<file path="src/rtl/zt_pkg.sv">
`timescale 1ns/1ps
package zt_pkg;
  typedef enum logic [1:0] {
    OP_IDLE = 2'd0,
    OP_RD   = 2'd1,
    OP_WR   = 2'd2
  } op_e;
endpackage

</file>
<file path="src/rtl/zt_burst_ctr.sv">
`timescale 1ns/1ps
// Holds the loaded base address and a burst offset; produces the address of
// the command currently in the first pipeline stage.
module zt_burst_ctr #(
  parameter int ADDR_W  = 6,
  parameter int BURST_W = 2
) (
  input  logic              clk,
  input  logic              rst,
  input  logic              en,
  input  logic              load,
  input  logic              step,
  input  logic              linear,
  input  logic [ADDR_W-1:0] ld_addr,
  output logic [ADDR_W-1:0] cur_addr
);
  logic [ADDR_W-1:0]  base_q;
  logic [BURST_W-1:0] cnt_q;
  logic [BURST_W-1:0] low;

  always_ff @(posedge clk) begin
    if (rst) begin
      base_q <= '0;
      cnt_q  <= '0;
    end else if (en) begin
      if (load) begin
        base_q <= ld_addr;
        cnt_q  <= '0;
      end else if (step) begin
        cnt_q <= cnt_q + 1'b1;
      end
    end
  end

  always_comb begin
    if (linear) low = base_q[BURST_W-1:0] + cnt_q;
    else        low = base_q[BURST_W-1:0] ^ cnt_q;
  end

  assign cur_addr = {base_q[ADDR_W-1:BURST_W], low};
endmodule

</file>
<file path="src/rtl/zt_cmd_pipe.sv">
`timescale 1ns/1ps
// Command decode and the two command stages between command and data phase.
module zt_cmd_pipe
  import zt_pkg::*;
#(
  parameter int ADDR_W  = 6,
  parameter int LANES   = 4,
  parameter int BURST_W = 2
) (
  input  logic              clk,
  input  logic              rst,
  input  logic              en,
  input  logic              we_n,
  input  logic              adv_ld,
  input  logic              ce1_n,
  input  logic              ce2,
  input  logic              ce3_n,
  input  logic              linear,
  input  logic [LANES-1:0]  bsel_n,
  input  logic [ADDR_W-1:0] addr,
  output op_e               s1_op,
  output logic [ADDR_W-1:0] s1_addr,
  output op_e               s2_op,
  output logic [ADDR_W-1:0] s2_addr,
  output logic [LANES-1:0]  s2_bsel_n
);
  logic             chip_sel;
  logic             do_load;
  logic             do_step;
  op_e              nxt_op;
  logic [LANES-1:0] s1_bsel_n;

  assign chip_sel = !ce1_n && ce2 && !ce3_n;
  assign do_load  = !adv_ld && chip_sel;
  assign do_step  = adv_ld && (s1_op != OP_IDLE);

  always_comb begin
    if (!adv_ld) nxt_op = chip_sel ? (we_n ? OP_RD : OP_WR) : OP_IDLE;
    else         nxt_op = s1_op;
  end

  zt_burst_ctr #(
    .ADDR_W  (ADDR_W),
    .BURST_W (BURST_W)
  ) i_burst (
    .clk      (clk),
    .rst      (rst),
    .en       (en),
    .load     (do_load),
    .step     (do_step),
    .linear   (linear),
    .ld_addr  (addr),
    .cur_addr (s1_addr)
  );

  always_ff @(posedge clk) begin
    if (rst) begin
      s1_op     <= OP_IDLE;
      s2_op     <= OP_IDLE;
      s1_bsel_n <= '1;
      s2_bsel_n <= '1;
      s2_addr   <= '0;
    end else if (en) begin
      s1_op     <= nxt_op;
      s1_bsel_n <= bsel_n;
      s2_op     <= s1_op;
      s2_addr   <= s1_addr;
      s2_bsel_n <= s1_bsel_n;
    end
  end
endmodule

</file>
<file path="src/rtl/zt_lane_ram.sv">
`timescale 1ns/1ps
// Lane-enabled array with a registered read-first port, in a form suited to
// block RAM inference.
module zt_lane_ram #(
  parameter int ADDR_W = 6,
  parameter int LANES  = 4,
  parameter int LANE_W = 9
) (
  input  logic                          clk,
  input  logic                          en,
  input  logic [ADDR_W-1:0]             rd_addr,
  output logic [LANES-1:0][LANE_W-1:0]  rd_q,
  input  logic                          wr_en,
  input  logic [ADDR_W-1:0]             wr_addr,
  input  logic [LANES-1:0]              wr_lane,
  input  logic [LANES-1:0][LANE_W-1:0]  wr_data
);
  localparam int DEPTH = 1 << ADDR_W;

  logic [LANES-1:0][LANE_W-1:0] mem [DEPTH];

  always_ff @(posedge clk) begin
    if (en) begin
      for (int i = 0; i < LANES; i++) begin
        if (wr_en && wr_lane[i]) mem[wr_addr][i] <= wr_data[i];
      end
      rd_q <= mem[rd_addr];
    end
  end
endmodule

</file>
<file path="src/rtl/zt_sram.sv">
`timescale 1ns/1ps
module zt_sram
  import zt_pkg::*;
#(
  parameter int ADDR_W  = 6,
  parameter int LANES   = 4,
  parameter int LANE_W  = 9,
  parameter int BURST_W = 2
) (
  input  logic                     clk,
  input  logic                     rst,
  input  logic [ADDR_W-1:0]        addr,
  input  logic                     we_n,
  input  logic [LANES-1:0]         bsel_n,
  input  logic                     adv_ld,
  input  logic                     ce1_n,
  input  logic                     ce2,
  input  logic                     ce3_n,
  input  logic                     cken_n,
  input  logic                     oe_n,
  input  logic                     burst_lin,
  input  logic [LANES*LANE_W-1:0]  dq_in,
  output logic [LANES*LANE_W-1:0]  dq_out,
  output logic                     dq_oe
);
  localparam int DATA_W = LANES * LANE_W;

  logic                          en;
  op_e                           s1_op;
  op_e                           s2_op;
  logic [ADDR_W-1:0]             s1_addr;
  logic [ADDR_W-1:0]             s2_addr;
  logic [LANES-1:0]              s2_bsel_n;
  logic [LANES-1:0][LANE_W-1:0]  ram_q;
  logic [LANES-1:0][LANE_W-1:0]  wdata;
  logic                          wr_now;

  // last committed write, used to patch the read-first array output
  logic                          fw_vld;
  logic [ADDR_W-1:0]             fw_addr;
  logic [LANES-1:0]              fw_lane;
  logic [LANES-1:0][LANE_W-1:0]  fw_data;
  logic                          fw_hit;
  logic [LANES-1:0][LANE_W-1:0]  merged;

  logic [DATA_W-1:0]             out_q;
  logic                          drv_q;

  assign en     = !cken_n;
  assign wdata  = dq_in;
  assign wr_now = en && (s2_op == OP_WR);

  zt_cmd_pipe #(
    .ADDR_W  (ADDR_W),
    .LANES   (LANES),
    .BURST_W (BURST_W)
  ) i_pipe (
    .clk       (clk),
    .rst       (rst),
    .en        (en),
    .we_n      (we_n),
    .adv_ld    (adv_ld),
    .ce1_n     (ce1_n),
    .ce2       (ce2),
    .ce3_n     (ce3_n),
    .linear    (burst_lin),
    .bsel_n    (bsel_n),
    .addr      (addr),
    .s1_op     (s1_op),
    .s1_addr   (s1_addr),
    .s2_op     (s2_op),
    .s2_addr   (s2_addr),
    .s2_bsel_n (s2_bsel_n)
  );

  zt_lane_ram #(
    .ADDR_W (ADDR_W),
    .LANES  (LANES),
    .LANE_W (LANE_W)
  ) i_ram (
    .clk     (clk),
    .en      (en),
    .rd_addr (s1_addr),
    .rd_q    (ram_q),
    .wr_en   (wr_now),
    .wr_addr (s2_addr),
    .wr_lane (~s2_bsel_n),
    .wr_data (wdata)
  );

  always_ff @(posedge clk) begin
    if (rst) begin
      fw_vld  <= 1'b0;
      fw_addr <= '0;
      fw_lane <= '0;
      fw_data <= '0;
    end else if (wr_now) begin
      fw_vld  <= 1'b1;
      fw_addr <= s2_addr;
      fw_lane <= ~s2_bsel_n;
      fw_data <= wdata;
    end
  end

  assign fw_hit = fw_vld && (fw_addr == s2_addr);

  for (genvar g = 0; g < LANES; g++) begin : g_merge
    assign merged[g] = (fw_hit && fw_lane[g]) ? fw_data[g] : ram_q[g];
  end

  always_ff @(posedge clk) begin
    if (rst) begin
      drv_q <= 1'b0;
      out_q <= '0;
    end else if (en) begin
      drv_q <= (s2_op == OP_RD);
      if (s2_op == OP_RD) out_q <= merged;
    end
  end

  assign dq_out = out_q;
  assign dq_oe  = drv_q && !oe_n;
endmodule

</file>
<file path="config.mk">
export PLATFORM = sky130hd
export DESIGN_NAME = zt_sram
export DESIGN_NICKNAME = d
export VERILOG_FILES = /design/src/rtl/zt_pkg.sv /design/src/rtl/zt_burst_ctr.sv /design/src/rtl/zt_cmd_pipe.sv /design/src/rtl/zt_lane_ram.sv /design/src/rtl/zt_sram.sv
export SDC_FILE = /design/constraint.sdc
export NUM_CORES = 2
export LEC_CHECK = 0
export BUFFER_PORTS_ARGS = -buffer_cell sky130_fd_sc_hd__buf_2
export CAP_MARGIN = 0
export CORE_MARGIN = 1.5
export CORE_UTILIZATION = 50
export CTS_CLUSTER_DIAMETER = 50
export DETAILED_ROUTE_END_ITERATION = 6
export GPL_TIMING_DRIVEN = 0
export PLACE_DENSITY_LB_ADDON = 0.08
export SKIP_CTS_REPAIR_TIMING = 1
export SLEW_MARGIN = 10
export SYNTH_ARGS = -nofsm -noshare
export SYNTH_HDL_FRONTEND = slang
export SYNTH_SLANG_ARGS = --single-unit
</file>
<file path="constraint.sdc">
create_clock -name clk -period 3.45 [get_ports clk]
set_input_delay 0.1725 -clock clk [delete_from_list [all_inputs] [get_ports clk]]
set_output_delay 0.1725 -clock clk [all_outputs]
set_load 0.02 [all_outputs]
</file>
* Yosys cells after proc, flatten, opt, wreduce, memory -nomap -nowiden
Memories as Yosys holds them, arrays and structs flattened. A register that Yosys moved wholly into a read port is not among the register bits.
Index checks and enable logic that the tools add are counted.
** Storage, ports and cells
- Output and inout bits :: 37
- Register bits :: 110
- Memory bits (writable) :: 2304
- Latch bits :: 0
- ROM bits :: 0
- Word-level logic and storage cells :: 74
- Memories kept :: 1
** Cells by class
- Bitwise gates (word level) :: 4
- Muxes and demuxes :: 21
- Equality and inequality tests :: 3
- Multipliers :: 0
- Magnitude comparators :: 0
- Reductions and logical operators :: 27
- Shift-type cells :: 0
- Add/sub/neg operators :: 2
- Divide/modulo/power cells :: 0
** Memory list
- i_ram.mem :: depth 64, width 36, rd ports 1, clocked after Yosys merged registers in 1, wr ports 1, RTL line zt_lane_ram.sv:20 : logic [LANES-1:0][LANE_W-1:0] mem [DEPTH];
** Operators by type and width (count)
- 2-to-1 mux 9 bit :: 4
- logical AND 1 bit :: 15
- 2-to-1 mux 1 bit :: 12
- 2-to-1 mux 2 bit :: 5
- AND reduction 2 bit :: 4
- == test 6 bit :: 1
- zero test 1 bit :: 6
- inverter 4 bit :: 1
- nonzero test 2 bit :: 2
- adder 2 x 1 -> 2 bit, second input constant :: 1
- adder 2 bit :: 1
- == test 2 x 1 -> 1 bit, second input constant :: 1
- == test 2 bit, second input constant :: 1
- inverter 1 bit :: 2
- bitwise XOR 2 bit :: 1

* Logic depth before layout (Yosys ltp)
- Depth in word-level cells :: 6
- Gate-level depth with buffers :: 11
- Gate-level depth less buffers :: 7

* Modules after synthesis
From an unflattened synthesis, not the netlist that was laid out.
** Second synthesis, totals
- Cell total of the unflattened synthesis :: 4603
- Area total of the unflattened synthesis :: 94260.4 µm²
** By module, submodules not included
- zt_lane_ram :: cells an instance 4056, sequential area each 70267.4 µm², area an instance 89519.6 µm², times used 1
- zt_sram :: cells an instance 436, sequential area each 1681.6 µm², area an instance 3653.5 µm², times used 1
- zt_cmd_pipe :: cells an instance 64, sequential area each 360.3 µm², area an instance 696.9 µm², times used 1
- zt_burst_ctr :: cells an instance 47, sequential area each 160.2 µm², area an instance 390.4 µm², times used 1

* Worst setup path after synthesis
No wires, ideal clock.
- Path type :: flip-flop to flip-flop
- Start point :: register i_pipe.i_burst.cnt_q[0]
- End point :: register i_ram.rd_q[22] (netlist name) (read register of i_ram.mem) (data pin)
- Path slack :: 0.983 ns
- Period minus slack after synthesis :: 2.467 ns
- Arrival :: 2.192 ns
- Cell stages (with the launch flop) :: 10
- Library setup time :: 0.275 ns
- Path through :: dfxtp_1 ha_1 buf_2 buf_2 clkbuf_1 mux2i_1 a21oi_1 o21a_1 o41ai_1 a22oi_1
** On the way
- Word-level cells in the longest chain between the ends :: 2
- Elaborated cells on any way between the ends :: 3
- Those cells by class :: 1 x add/sub; 1 x mux; 1 x bitwise
** RTL lines
- start: declaration :: RTL line zt_burst_ctr.sv:18 : logic [BURST_W-1:0] cnt_q;
- start signal: assignment :: RTL line zt_burst_ctr.sv:30 : cnt_q <= cnt_q + 1'b1;
- adder 2 bit or bitwise XOR 2 bit (tied branches) :: RTL line zt_burst_ctr.sv:36, zt_burst_ctr.sv:37
- 2-to-1 mux 2 bit * :: RTL line zt_burst_ctr.sv:36 : if (linear) low = base_q[BURST_W-1:0] + cnt_q;
- end: declaration :: RTL line zt_lane_ram.sv:12 : output logic [LANES-1:0][LANE_W-1:0] rd_q,
Every way passes the cells marked *; elsewhere a longest branch is shown, timed or not.
A chain may end at the register's enable or synchronous reset.

* Worst setup path after layout
- Start point :: register i_pipe.s2_op[0]
- End point :: memory i_ram.mem[24][21] (netlist name), enable pin
** On the way
- Word-level cells in the longest chain between the ends :: 6
** RTL lines
- start: declaration :: RTL line zt_cmd_pipe.sv:23 : output op_e s2_op,
- start signal: assignment :: RTL line zt_cmd_pipe.sv:66 : s2_op <= s1_op;
- == test 2 bit :: RTL line zt_sram.sv:51 : assign wr_now = en && (s2_op == OP_WR);
- logical AND 1 bit :: RTL line zt_sram.sv:51
- logical AND 1 bit :: RTL line zt_lane_ram.sv:25 : if (wr_en && wr_lane[i]) mem[wr_addr][i] <= wr_data[i];
- 2-to-1 mux 1 bit :: RTL line zt_lane_ram.sv:25
- 2-to-1 mux 1 bit :: RTL line zt_lane_ram.sv:23 : if (en) begin
- 2-to-1 mux 1 bit (not written as such) :: RTL line zt_lane_ram.sv:25
- end: declaration :: RTL line zt_lane_ram.sv:20
No other way between the ends.

==> results.sh <==
export IMPL_fp_dieArea_mm2=0.200
export IMPL_drt_wl_total_um=371000
export IMPL_first_pass_iters=6
export IMPL_clock_latency_ns=0.95
export IMPL_path_class="flip-flop to flip-flop"
export IMPL_finClkSkew_ns=0.0425
export IMPL_hp_start="ce1_n"
export IMPL_ir_drop_mv=0.492
export IMPL_syn_nets=6223
export IMPL_syn_to_final_growth_pct=18.2
export IMPL_min_period_over_period_pct=111
export IMPL_failed_checks="hold timing, setup timing"
export IMPL_yosysTopAreaCell="edfxtp_1"
export IMPL_hold_path_class="input port to flip-flop"
export IMPL_cts_clk_slew_worst_paths_ns=0.06
export IMPL_grt_first_pass_wirelength_um=491000
export IMPL_p_switching_mw=13.6
export IMPL_grt_pass1_vias=58600
export IMPL_cts_sinks=2450
export IMPL_hold_slack_ns=-0.0344
export IMPL_seqPwrFrac_pct=51.3
export IMPL_std_cell_rows=162
export IMPL_cts_tree="done"
export IMPL_syn_instance_count=6166
export IMPL_ant_nets=0
export IMPL_drv_slew=0
export IMPL_setup_viol_count_final=905
export IMPL_start_util_pct=50.5
export IMPL_root_buffer="clkbuf_16"
export IMPL_synth_top_area_share_pct=71.2
export IMPL_drcViolationCount=0
export IMPL_crit_fanout=10
export IMPL_pre_cts_ws_ns=-2.04
export IMPL_cp_startpoint="i_pipe.s2_op[0]$_SDFFE_PP0N_"
export IMPL_htreeDepth=5
export IMPL_via_per_inst=6.60
export IMPL_setup_worst_path_end_class="flip-flop"
export IMPL_io_buffers=91
export IMPL_numCtsBuffers=292
export IMPL_min_period_ns=3.82
export IMPL_yosysSeqAreaShare_pct=73.4
export IMPL_layout_nets=6751
export IMPL_wl_per_cell_um=38.9
export IMPL_drive_gt1_share_pct=23.8
export IMPL_p_leak_nw=36.2
export IMPL_drt_iter0_markers=10800
export IMPL_track_usage_pct=36.8
export IMPL_gr_total_overflow=0
export IMPL_comb_power_share_pct=3.1
export IMPL_gp_congestion=1.00
export IMPL_critPathRequiredTime_ns=4.00
export IMPL_synth_ff_type="edfxtp_1"
export IMPL_maxCapViolCount=0
export IMPL_grt_max_degree=62
export IMPL_ys_ff_latch=2450
export IMPL_synth_edff_count=2340
export IMPL_clockPowerShare_pct=45.6
export IMPL_clockBufferDepth=4
export IMPL_slew_headroom_pct=7.66
export IMPL_synth_area_leaders="edfxtp_1 (71%), mux4_2 (7.4%), mux2i_1 (3.5%), nand2_1 (2.9%), nor2_1 (2.4%)"
export IMPL_arrival_ns=4.37
export IMPL_core_mm2=0.196
export IMPL_chipHeight_um=447
export IMPL_tightestPinTransition_ns=1.39
export IMPL_synth_warnings=0
export IMPL_max_freq_ghz=0.262
export IMPL_yosysUniqueCellTypes=52
export IMPL_swShare_pct=21.4
export IMPL_hpwl_um=265000
export IMPL_hold_viol_final=9
export IMPL_timing_rr_start="i_pipe.s2_op[0]$_SDFFE_PP0N_"
export IMPL_nFillCells=14800
export IMPL_rsz0062_at_grt="yes"
export IMPL_p_per_area_mw_per_mm2=545
export IMPL_vias=62900
export IMPL_die_w_um=447
export IMPL_fin_ws_ns=-0.370
export IMPL_async_flop_share_pct=0
export IMPL_antenna_found_initial=34
export IMPL_p_int_mw=49.9
export IMPL_netlist_area_mm2=0.0987
export IMPL_total_power_mw=63.5
export IMPL_outcome="complete, but fails checks"
export IMPL_boundaryPins=93
export IMPL_crit_path_start_kind="flip-flop"
export IMPL_avgSynthCellArea_um2=16.0
==> metal layers <==
metal | global-route usage, % | vias to the layer above | routed length (um)
met1 | 51.0 | 32300 | 139000
met4 | 18.5 | 8 | 20600
met5 | 0 | - | 255
met2 | 51.7 | 4467 | 157000
met3 | 12.6 | 828 | 53600
li1 | - | 25200 | -
==> cells in the final DEF, fill, tap and decap left out, types with 48 or more instances in the layout <==
cell type      synthesis  final
dlygate4sd3_1          0     58
clkbuf_16              0    299
clkbuf_4               0     73
nor2_2                 0    104
mux2_2                50     50
mux2i_1              345    330
a21oi_1              165    165
nand2_1              751    749
nor2_1               632    447
nand3_1              101     87
mux4_2               325    325
a311o_1               59     48
o221ai_1              71     71
edfxtp_1            2340   2340
clkbuf_1             282    175
buf_2                 95    116
clkbuf_2               0    115
dfxtp_1              110    106
nor3_1               255    253
nor2_4                 0     81
buf_4                 30    100
clkinv_1               1     48
==> worst max-delay path: stages (launching register included) <==
cell and delay, ns:
dfxtp_1 0.32, nor2_1 0.14, and2_1 0.16, clkbuf_1 0.36, nand2b_1 0.40, clkbuf_2 0.60, clkbuf_1 0.54, nor2_2 0.87
==> path summary, 6_finish.rpt <==
check / end / slack [ns] / cells past startpoint
worst min register to register: fw_data[13]$_SDFFE_PP0N_ / 0.45 / 2
worst min-delay path: i_pipe.s1_op[1]$_SDFFE_PP0P_ / -0.03 / 5
worst max-delay path: i_ram.mem[24][21]$_DFFE_PP_ / -0.37 / 7
worst max register to register: i_ram.mem[24][21]$_DFFE_PP_ / -0.37 / 7
==> flip-flops by register name, indices dropped and copies added, names as in the netlist <==
name	count
i_ram.mem	2304
dq_out	36
fw_data	36
i_ram.rd_q	36
fw_addr	6
i_pipe.i_burst.base_q	6
i_pipe.s2_addr	6
fw_lane	4
i_pipe.s1_bsel_n	4
i_pipe.s2_bsel_n	4
i_pipe.i_burst.cnt_q	2
i_pipe.s1_op	2
i_pipe.s2_op	2
drv_q	1
fw_vld	1
==> final cells by class <==
cell class	count	area, um2	share of cell area (%)
plain buffers	445	2620	2.24
multi-input cells	3266	26800	23.0
inverters	2	8.76	0.00751
diodes	13	32.5	0.0279
flip-flops and latches	2450	72500	62.2
clock buffers	357	7700	6.61
clock inverters	135	1060	0.906
well taps	2624	3280	2.82
repair buffers	237	2600	2.23
==> stage by stage <==
step                TNS (ns)  instance area (um2)  utilization [%]  std cells  hold slack [ns]
detailed placement   -450.56               104000             53.2       8949            0.389
floorplan                  0                98700                -       6166            0.271
global placement    -3185.29               102000             52.4       8881            0.383
finish               -104.72               117000             59.6       9529          -0.0344
global route          -76.66               117000             59.6       9519           0.0156
CTS                  -491.43               113000             57.7       9441           -0.589
==> logic make-up (layout without fill, tap and decap cells) <==
| group | Yosys count | count (layout) | share of synthesized area [%] |
|---|---|---|---|
| AO/OA/AOI/OAI | 702 | 702 | 5.23 |
| XOR/XNOR | 11 | 11 | 0.120 |
| adder cells (fa/ha/maj) | 1 | 1 | 0.0127 |
| buffers and inverters | 450 | 1176 | 2.04 |
| flip-flops | 2450 | 2450 | 73.4 |
| multiplexers | 720 | 720 | 11.5 |
| other | 0 | 13 | 0 |
| AND/OR/NAND/NOR | 1832 | 1832 | 7.68 |
==> power by group through the flow <==
stage	sequential, mW	clock, mW	combinational (mW)
after global routing	32.6	30.1	1.99
after CTS	32.6	29.0	1.77
after detailed placement	33.2	0	1.77
after global placement	33.3	0	1.57
after floorplan	33.2	0	0.498
final	32.6	29.0	1.98
==> synth_stat cells, types with 8 or more instances <==
library cell  number
o221ai_1          71
o311ai_0          14
a31oi_1           67
nand4_1           14
a211o_1            9
mux2i_1          345
edfxtp_1        2340
nand3_1          101
a211oi_1          36
o21ai_0           14
mux2_2            50
and2_1             8
o31ai_1           36
o41ai_1           32
buf_6             12
nor2_1           632
o2111ai_1         35
a21oi_1          165
o22ai_1           15
dfxtp_1          110
buf_1             29
nor4_1            37
buf_2             95
a22oi_1           37
nand2_1          751
a311o_1           59
mux4_2           325
o211ai_1          17
a41oi_1           23
buf_4             30
a221o_1           13
nor3_1           255
a221oi_1          22
clkbuf_1         282
o21a_1            36
Note: power is estimated with default switching activity, not from simulation.
